$ cat config.mk
export PLATFORM = sky130hd
export DESIGN_NAME = wsflash_reader
export DESIGN_NICKNAME = d
export VERILOG_FILES = /design/src/rtl/wsflash_pkg.sv /design/src/rtl/wsflash_ctrl.sv /design/src/rtl/wsflash_datapath.sv /design/src/rtl/wsflash_reader.sv
export SDC_FILE = /design/constraint.sdc
export NUM_CORES = 1
export LEC_CHECK = 0
export BUFFER_PORTS_ARGS = -buffer_cell sky130_fd_sc_hd__buf_2
export CELL_PAD_IN_SITES_DETAIL_PLACEMENT = 0
export CELL_PAD_IN_SITES_GLOBAL_PLACEMENT = 2
export CORE_ASPECT_RATIO = 0.9
export CORE_MARGIN = 8
export CORE_UTILIZATION = 37
export DETAILED_ROUTE_END_ITERATION = 6
export GPL_ROUTABILITY_DRIVEN = 0
export PLACE_DENSITY = 0.85
export REMOVE_ABC_BUFFERS = 1
export SYNTH_ARGS = -nofsm -noshare
export SYNTH_HDL_FRONTEND = slang
export SYNTH_SLANG_ARGS = --single-unit
$ cat constraint.sdc
create_clock -name clk -period 4.4 [get_ports clk]
set_input_delay 0.22 -clock clk [delete_from_list [all_inputs] [get_ports clk]]
set_output_delay 0.22 -clock clk [all_outputs]
set_load 0.01 [all_outputs]
$ cat src/rtl/wsflash_pkg.sv
package wsflash_pkg;

  localparam int DATA_W = 32;
  localparam int WS_MAX = 4;
  localparam int WS_W   = 3;
  localparam int WS_NONE = WS_MAX + 1;

  typedef enum logic [1:0] {
    VM_LOW     = 2'd0,
    VM_NORMAL  = 2'd1,
    VM_BOOST   = 2'd2,
    VM_LOW_ALT = 2'd3
  } voltMode_e;

  typedef struct packed {
    logic latchAddr;
    logic serveHit;
    logic finish;
    logic fillOk;
    logic invalidate;
  } dpStrobe_t;

  function automatic logic [WS_W-1:0] wsLimit(input logic [WS_W-1:0] v);
    return (int'(v) > WS_MAX) ? WS_W'(WS_MAX) : v;
  endfunction

  function automatic int bandLimit(input int ws, input logic [1:0] vm);
    int lim;
    case (vm)
      VM_BOOST:  lim = 34 * (ws + 1);
      VM_NORMAL: lim = 30 * (ws + 1);
      default:   lim = (ws == 0) ? 12 : (ws == 1) ? 24 : 26;
    endcase
    return lim;
  endfunction

  function automatic logic [WS_W-1:0] minWaitStates(input logic [7:0] f,
                                                    input logic [1:0] vm);
    logic [WS_W-1:0] r;
    r = WS_W'(WS_NONE);
    for (int i = WS_MAX; i >= 0; i--) begin
      if (int'(f) <= bandLimit(i, vm)) r = WS_W'(i);
    end
    return r;
  endfunction

  function automatic logic [DATA_W-1:0] arrayWord(input logic [31:0] a);
    logic [31:0] p;
    p = a * 32'h9E3779B1;
    return p ^ 32'hC3C30F0F;
  endfunction

endpackage

$ cat src/rtl/wsflash_ctrl.sv
module wsflash_ctrl
  import wsflash_pkg::*;
(
  input  logic            clk,
  input  logic            rstN,
  input  logic            rdReq,
  input  logic            bufHit,
  input  logic            wsWrite,
  input  logic [WS_W-1:0] wsValue,
  input  logic [7:0]      freqMhz,
  input  logic [1:0]      voltMode,
  output dpStrobe_t       strobe,
  output logic            rdReady,
  output logic            busy,
  output logic            wsTooLow
);

  logic [WS_W-1:0] wsReg;
  logic [WS_W-1:0] waitCnt;
  logic [WS_W-1:0] wsNew;
  logic            busyR;
  logic            staleR;
  logic            readyR;
  logic            changeNow;
  logic            accept;
  logic            useHit;

  always_comb begin
    wsNew     = wsLimit(wsValue);
    changeNow = wsWrite && (wsNew != wsReg);
    accept    = !busyR && rdReq;
    useHit    = bufHit && !changeNow;

    strobe.latchAddr  = accept && !useHit;
    strobe.serveHit   = accept && useHit;
    strobe.finish     = busyR && (waitCnt == '0);
    strobe.fillOk     = busyR && (waitCnt == '0) && !staleR && !changeNow;
    strobe.invalidate = changeNow;
  end

  always_ff @(posedge clk) begin
    if (!rstN) begin
      wsReg   <= WS_W'(1);
      waitCnt <= '0;
      busyR   <= 1'b0;
      staleR  <= 1'b0;
      readyR  <= 1'b0;
    end else begin
      readyR <= strobe.finish || strobe.serveHit;
      if (changeNow) wsReg <= wsNew;
      if (strobe.latchAddr) begin
        busyR   <= 1'b1;
        waitCnt <= wsReg;
        staleR  <= changeNow;
      end else if (busyR) begin
        if (waitCnt == '0) busyR <= 1'b0;
        else               waitCnt <= waitCnt - 1'b1;
        if (changeNow) staleR <= 1'b1;
      end
    end
  end

  assign rdReady  = readyR;
  assign busy     = busyR;
  assign wsTooLow = wsReg < minWaitStates(freqMhz, voltMode);

endmodule

$ cat src/rtl/wsflash_datapath.sv
module wsflash_datapath
  import wsflash_pkg::*;
#(
  parameter int ADDR_W = 6
) (
  input  logic              clk,
  input  logic              rstN,
  input  logic [ADDR_W-1:0] rdAddr,
  input  dpStrobe_t         strobe,
  output logic              bufHit,
  output logic [DATA_W-1:0] rdData
);

  logic [ADDR_W-1:0] addrReg;
  logic [ADDR_W-1:0] bufAddr;
  logic [DATA_W-1:0] bufData;
  logic              bufValid;
  logic [DATA_W-1:0] arrayOut;
  logic [DATA_W-1:0] dataReg;

  assign arrayOut = arrayWord(32'(addrReg));
  assign bufHit   = bufValid && (bufAddr == rdAddr);

  always_ff @(posedge clk) begin
    if (!rstN) begin
      addrReg  <= '0;
      bufAddr  <= '0;
      bufData  <= '0;
      bufValid <= 1'b0;
      dataReg  <= '0;
    end else begin
      if (strobe.latchAddr) addrReg <= rdAddr;
      if (strobe.serveHit)  dataReg <= bufData;
      if (strobe.finish)    dataReg <= arrayOut;
      if (strobe.fillOk) begin
        bufValid <= 1'b1;
        bufAddr  <= addrReg;
        bufData  <= arrayOut;
      end else if (strobe.invalidate) begin
        bufValid <= 1'b0;
      end
    end
  end

  assign rdData = dataReg;

endmodule

$ cat src/rtl/wsflash_reader.sv
module wsflash_reader
  import wsflash_pkg::*;
#(
  parameter int ADDR_W = 6
) (
  input  logic              clk,
  input  logic              rstN,
  input  logic              rdReq,
  input  logic [ADDR_W-1:0] rdAddr,
  input  logic              wsWrite,
  input  logic [2:0]        wsValue,
  input  logic [7:0]        freqMhz,
  input  logic [1:0]        voltMode,
  output logic [31:0]       rdData,
  output logic              rdReady,
  output logic              wsTooLow
);

  dpStrobe_t strobe;
  logic      bufHit;
  logic      busy;

  wsflash_ctrl u_ctrl (
    .clk      (clk),
    .rstN     (rstN),
    .rdReq    (rdReq),
    .bufHit   (bufHit),
    .wsWrite  (wsWrite),
    .wsValue  (wsValue),
    .freqMhz  (freqMhz),
    .voltMode (voltMode),
    .strobe   (strobe),
    .rdReady  (rdReady),
    .busy     (busy),
    .wsTooLow (wsTooLow)
  );

  wsflash_datapath #(.ADDR_W(ADDR_W)) u_dp (
    .clk    (clk),
    .rstN   (rstN),
    .rdAddr (rdAddr),
    .strobe (strobe),
    .bufHit (bufHit),
    .rdData (rdData)
  );

endmodule

==> flow_summary_export.csv, run 1 <==
group,metric,value,unit
outcome,outcome,"completed",
die,die_y,144,microns
critical_path,reg2reg_from,"u_dp.addrReg[3]$_SDFFE_PN0P_",
detailed_routing,routed_wl,18200,microns
timing,fmax,235,MHz
detailed_routing,route.detailed.drc,0,
logic_synthesis,synth_area_per_cell,8.22,sq um
timing,post-route-period-util,96.6,%
critical_path,r2r_end,"u_dp.rdData[27]$_SDFFE_PN0P_",
cells_and_area,area.growth.synth_to_final,13.9,%
place,postPlaceCellArea,0.00737,sq mm
critical_path,r2r_slack,150,ps
timing,slew_violations,0,
critical_path,setup.worst_path.end_class,"register",
job,max_cap_viol_count,0,
detailed_routing,wl_per_cell,16.3,microns
cells_and_area,nets,1004,
critical_path,path_max_fanout,7,
die,start_util,37.9,%
pwr,vdd_drop_max,0.158,mV
logic_synthesis,synth_seq_cells,86,
critical_path,cp.required,4670,ps
logic_synthesis,synthFlopType,"dfxtp_1",
critical_path,reg2reg_depth,12,
logic_synthesis,ys_async_sr_fraction,0,%
pwr,p_per_area,343,mW/mm^2
cells_and_area,post-route-util,43.2,%
die,rows,46,
detailed_routing,drtPass1Iterations,4,
cells_and_area,insertedDiodeCount,0,
die,boundaryPins,57,
grt,use_met2,26.6,%
critical_path,path_class,"register to register",
min_path,hold_end,"u_dp.addrReg[0]$_SDFFE_PN0P_",
grt,antenna_found_initial,0,
logic_synthesis,synth_area,0.00672,sq mm
grt,grt_pass1_wl,30000,microns
timing,tightest_slew,750,ps
die,coreArea,0.0177,sq mm
logic_synthesis,yosysTopAreaCell,"dfxtp_1",
timing,skew,7.33,ps
clock_tree,cts_hold_buf,0,
timing,setup_ws,151,ps
clock_tree,worstSkewPairLatency,350,ps
grt,grt_pass1_vias,5737,
timing,fin_tns_setup,0,ps
clock_tree,clock-sinks,86,
die,fp.dieArea,0.0227,sq mm
timing,finalHoldViolations,0,
cells_and_area,drive_gt1_share,14.0,%
die,die_x,158,microns
min_path,hp-class,"primary input to register",
detailed_routing,vias,5908,
detailed_routing,drtIter0Drc,316,
cells_and_area,multiInputGateArea,0.00455,sq mm
detailed_routing,vias_per_cell,5.28,
clock_tree,cts_tree,"built",
logic_synthesis,netlist_instances,817,
grt,grtUsageMet3,2.40,%
timing,rsz0062_at_grt,"no",
clock_tree,cts.reportedPaths.clkPinSlew,60,ps
logic_synthesis,synth_area_leaders,"dfxtp_1 26%, ha_1 14%, fa_1 9.2%",
grt,use_met1,22.8,%
logic_synthesis,synth-edff-count,0,
clock_tree,cts.path.max_buffers,2,
grt,grt_usage,16.7,%
clock_tree,cts_root_buffer,"clkbuf_16",
cells_and_area,design_area,0.00765,sq mm
logic_synthesis,synth_seq_area_share,25.6,%
grt,grt_overflow_total,0,
detailed_routing,ant_nets,0,
logic_synthesis,yosysWarnings,0,
min_path,hold_depth,3,
logic_synthesis,synth_top_area_share,25.6,%
critical_path,arrival,4520,ps
pwr,p_leak,3.56,nW
place,dp_hpwl,14200,microns
clock_tree,cts_made_buffers,9,
timing,period_needed,4250,ps
cells_and_area,num-fill-cells,1896,
grt,grt_max_degree,43,
place,dp_slack,196,ps
cells_and_area,regArea,0.00172,sq mm
place,io_buffers,56,
critical_path,crit_path_start_kind,"register",
timing,max_slew_margin,49.9,%
clock_tree,htreeDepth,3,
logic_synthesis,synth_cell_type_count,69,
grt,gr-max-usage-layer,"met2",
timing,setup_viol,0,
min_path,hold_path_startpoint,"rdAddr[0]",
==> worst max-delay path, cell delays in order, from the launching register on <==
cell	delay, ps
dfxtp_1	330
fa_1	670
inv_1	120
fa_1	510
fa_1	550
inv_1	40
ha_1	390
and3_1	330
nand2_1	120
a2111o_1	380
and2_4	200
a2111o_1	390
a31oi_1	150
==> area by class of cell <==
cell class	count	area share [%]
clock buffers	13	3.27
clock inverters	3	0.262
inverters	87	4.27
multi-input cells	607	59.4
flip-flops and latches	86	22.5
well taps	240	3.92
repair buffers	83	6.31
==> registers in the layout, summed over array words and instances (netlist names), 3 cells and up <==
name            flops
u_dp.bufData       32
u_dp.rdData        32
u_dp.addrReg        6
u_dp.bufAddr        6
u_ctrl.waitCnt      3
u_ctrl.wsReg        3
==> logic make-up (layout without fill, tap and decap cells) <==
kind of cell / count (synthesis) / in the layout / synth area share [%]
compound gates: 241 / 241 / 23.7
simple gates: 223 / 223 / 15.3
buf+inv: 124 / 186 / 7.15
fa+ha+maj: 107 / 107 / 23.4
flops: 86 / 86 / 25.6
xor+xnor: 28 / 28 / 3.65
mux: 8 / 8 / 1.19
==> timing repair <==
action / CTS / global route
resized for setup: 0 / 6
setup buffers: 0 / 0
setup endpoints to repair: 0 / 10
==> per-layer routing <==
metal,part of all wire (%),vias to the layer above
met5,0,-
met4,2.1,0
met3,3.8,28
met2,45,112
met1,50,2789
li1,-,2979
==> placed cells by master, fill, tap and decap left out, types with 8 or more instances in the layout <==
cell        n
dfxtp_1    84
buf_4      27
o21ai_0    36
buf_2      56
a211oi_1   10
clkbuf_16   9
a21o_1     21
a21oi_1    81
fa_1       31
nand2_1    74
ha_1       75
nand2b_1   10
nor2_1     71
xnor2_1    21
nand3_1    22
mux2i_1     8
a31oi_1     9
inv_1      86
a22oi_1    17
==> power breakdown <==
group | total (mW) | leakage (nW) | internal [mW] | switching [mW]
Sequential | 0.873 | 0.701 | 0.839 | 0.0340
Combinational | 1.04 | 2.74 | 0.409 | 0.631
Clock | 0.711 | 0.126 | 0.398 | 0.313
==> Yosys cell counts (3+ instances only) <==
cell type,instances
a21oi_1,82
a221oi_1,3
nor3_1,7
o31ai_1,6
and3b_1,3
mux2i_1,8
a211oi_1,11
nand2b_1,10
o21ai_1,3
o21ai_0,37
nand3_1,22
xor2_1,7
dfxtp_1,86
buf_2,8
a22oi_1,17
a21boi_0,4
clkbuf_1,26
inv_1,86
nand4_1,5
a21o_1,21
and2_1,3
nand2_1,74
or3_1,6
nand4b_1,3
or2_2,3
o221a_2,6
and3_1,5
a31oi_1,9
o221ai_1,5
o21a_1,3
o211ai_1,3
ha_1,76
nor2_1,72
fa_1,31
xnor2_1,21
o22ai_1,5
==> worst max path at each step <==
stage	to	cells after the start	slack [ps]	startpoint
after global routing	u_dp.rdData[27]$_SDFFE_PN0P_	14	2	u_dp.addrReg[4]$_SDFFE_PN0P_
after detailed placement	u_dp.rdData[27]$_SDFFE_PN0P_	15	200	u_dp.addrReg[4]$_SDFFE_PN0P_
after CTS	u_dp.rdData[27]$_SDFFE_PN0P_	14	150	u_dp.addrReg[1]$_SDFFE_PN0P_
after floorplan	u_dp.bufData[24]$_SDFFE_PN0P_	14	300	u_dp.addrReg[0]$_SDFFE_PN0P_
final	u_dp.rdData[27]$_SDFFE_PN0P_	12	150	u_dp.addrReg[3]$_SDFFE_PN0P_
after global placement	u_dp.rdData[27]$_SDFFE_PN0P_	15	230	u_dp.addrReg[4]$_SDFFE_PN0P_
==> metrics by stage <==
| stage | std cells | hold WS (ps) | power [mW] |
|---|---|---|---|
| 6_report | 1119 | 147 | 2.62 |
| 5_1_grt | 1119 | 163 | 2.82 |
| 4_1_cts | 1119 | 134 | 2.64 |
| 3_5_place_dp | 1103 | 446 | 1.92 |
| 3_3_place_gp | 1103 | 439 | 1.92 |
| 2_1_floorplan | 780 | 282 | 1.61 |
No activity file was read; power rests on OpenSTA's default activity.
==> run 2, diff against run 1 <==
--- a/config.mk
+++ b/config.mk
@@ -14,6 +14,7 @@
 export DETAILED_ROUTE_END_ITERATION = 6
 export GPL_ROUTABILITY_DRIVEN = 0
 export PLACE_DENSITY = 0.85
+export RECOVER_POWER = 100
 export REMOVE_ABC_BUFFERS = 1
 export SYNTH_ARGS = -nofsm -noshare
 export SYNTH_HDL_FRONTEND = slang
==> run 2 against run 1 <==
Power is 0.72% lower; clock power hardly changed; sequential power hardly changed; die area stayed put; via count is 0.24% higher; critical path depth stayed put; fmax hardly changed; clock skew is 0.55 ps higher; worst hold slack worse by 3.1 ps.
==> flow_summary_export.csv, run 2 (same netlist as run 1, synthesis figures left out) <==
group,metric,value,unit
pwr,vdd_drop_max,0.158,mV
timing,period_needed,4250,ps
clock_tree,post_cts_buffers,0,
timing,fmax,236,MHz
timing,finalHoldViolations,0,
timing,fin_tns_setup,0,ps
die,rows,46,
clock_tree,clock-sinks,86,
grt,grt_usage,16.7,%
job,max_cap_viol_count,0,
grt,grt_overflow_total,0,
detailed_routing,vias_per_cell,5.29,
cells_and_area,final_common_cell,"inv_1",
place,postPlaceCellArea,0.00737,sq mm
die,start_util,37.9,%
min_path,hp-class,"primary input to register",
cells_and_area,design_area,0.00756,sq mm
clock_tree,cts_tree,"built",
cells_and_area,area.growth.synth_to_final,12.6,%
clock_tree,cts_root_buffer,"clkbuf_16",
cells_and_area,nets,1004,
place,dp_slack,196,ps
critical_path,path_max_fanout,7,
detailed_routing,wl_per_cell,16.2,microns
detailed_routing,drtPass1Iterations,5,
timing,hold_ws,143,ps
clock_tree,htreeDepth,3,
cells_and_area,layout_common_cells,"86 x inv_1, 84 x dfxtp_1, 81 x a21oi_1, 75 x ha_1, 74 x nand2_1",
place,dp_hpwl,14200,microns
timing,max_slew_margin,20.4,%
timing,setup_viol,0,
timing,slew_violations,0,
detailed_routing,route.detailed.drc,0,
die,die_y,144,microns
critical_path,arrival,4520,ps
critical_path,crit_path_start_kind,"register",
place,io_buffers,56,
pwr,p_leak,3.40,nW
detailed_routing,ant_nets,0,
die,boundaryPins,57,
clock_tree,cts.reportedPaths.clkPinSlew,60,ps
die,die_x,158,microns
timing,post-route-period-util,96.5,%
cells_and_area,insertedDiodeCount,0,
clock_tree,cts.path.max_buffers,2,
timing,tightest_slew,1190,ps
timing,skew,7.88,ps
grt,grt_pass1_vias,5737,
outcome,outcome,"completed",
critical_path,r2r_slack,150,ps
critical_path,cp.required,4670,ps
die,fp.dieArea,0.0227,sq mm
clock_tree,worstSkewPairLatency,350,ps
grt,grt_max_degree,43,
cells_and_area,drive_gt1_share,8.99,%
detailed_routing,drtIter0Drc,278,
pwr,p_per_area,345,mW/mm^2
clock_tree,cts_made_buffers,9,
critical_path,path_class,"register to register",
detailed_routing,vias,5922,
pwr,power,2.61,mW
grt,grt_pass1_wl,30000,microns
timing,rsz0062_at_grt,"no",
die,coreArea,0.0177,sq mm
detailed_routing,routed_wl,18200,microns
critical_path,setup.worst_path.end_class,"register",
timing,setup_ws,155,ps
grt,antenna_found_initial,0,
-- run 2: changes by cell type in the layout (fill, tap and decap cells not counted), sizes merged --
cell | before | now
buf | 83 | 43
clkbuf | 13 | 53
-- run 2: per-layer routing --
layer / track usage, % / routed length (microns)
met1: 22.8 / 8860
met2: 26.6 / 8140
met3: 2.40 / 822
met4: 5.75 / 340
met5: 0 / 0
-- run 2: stage by stage --
stage               cells  utilization, %
floorplan             780               -
global placement     1103            41.6
detailed placement   1103            41.6
CTS                  1119            43.1
global route         1119            42.7
finish               1119            42.7
-- run 2: area by class of cell --
cell class	count	area [sq um]
sequential	86	1720
clock buffer	13	250
inverter	87	327
tap	240	300
timing repair buffer	83	418
clock inverter	3	20.0
multi-input combinational	607	4520
fill	1912	10200
-- run 2: path summary, 6_finish.rpt --
path / start / end / cells after the start
worst max-delay path: u_dp.addrReg[3]$_SDFFE_PN0P_ / u_dp.rdData[27]$_SDFFE_PN0P_ / 12
worst min-delay path: rdAddr[0] / u_dp.addrReg[0]$_SDFFE_PN0P_ / 3
worst max register to register: u_dp.addrReg[3]$_SDFFE_PN0P_ / u_dp.rdData[27]$_SDFFE_PN0P_ / 12
worst min register to register: u_dp.rdData[12]$_SDFFE_PN0P_ / u_dp.rdData[12]$_SDFFE_PN0P_ / 2
-- run 2: repair_timing --
item                                    4_1_cts  5_1_grt
resized for setup                             0        6
hold buffers                                  0        0
endpoints found under the setup margin        0       10
-- run 2: critical path: stages, from the launching register on --
cell and delay (ps):
dfxtp_1 330, fa_1 660, inv_1 120, fa_1 500, fa_1 550, inv_1 40, ha_1 390, and3_1 330
nand2_1 120, a2111o_1 390, and2_4 200, a2111o_1 400, a31oi_1 150
-- run 2: where the power goes --
part	switching, mW	internal (mW)	leakage, nW	total (mW)
combinational	0.626	0.394	2.57	1.02
clock	0.313	0.398	0.126	0.711
sequential	0.0351	0.839	0.701	0.874
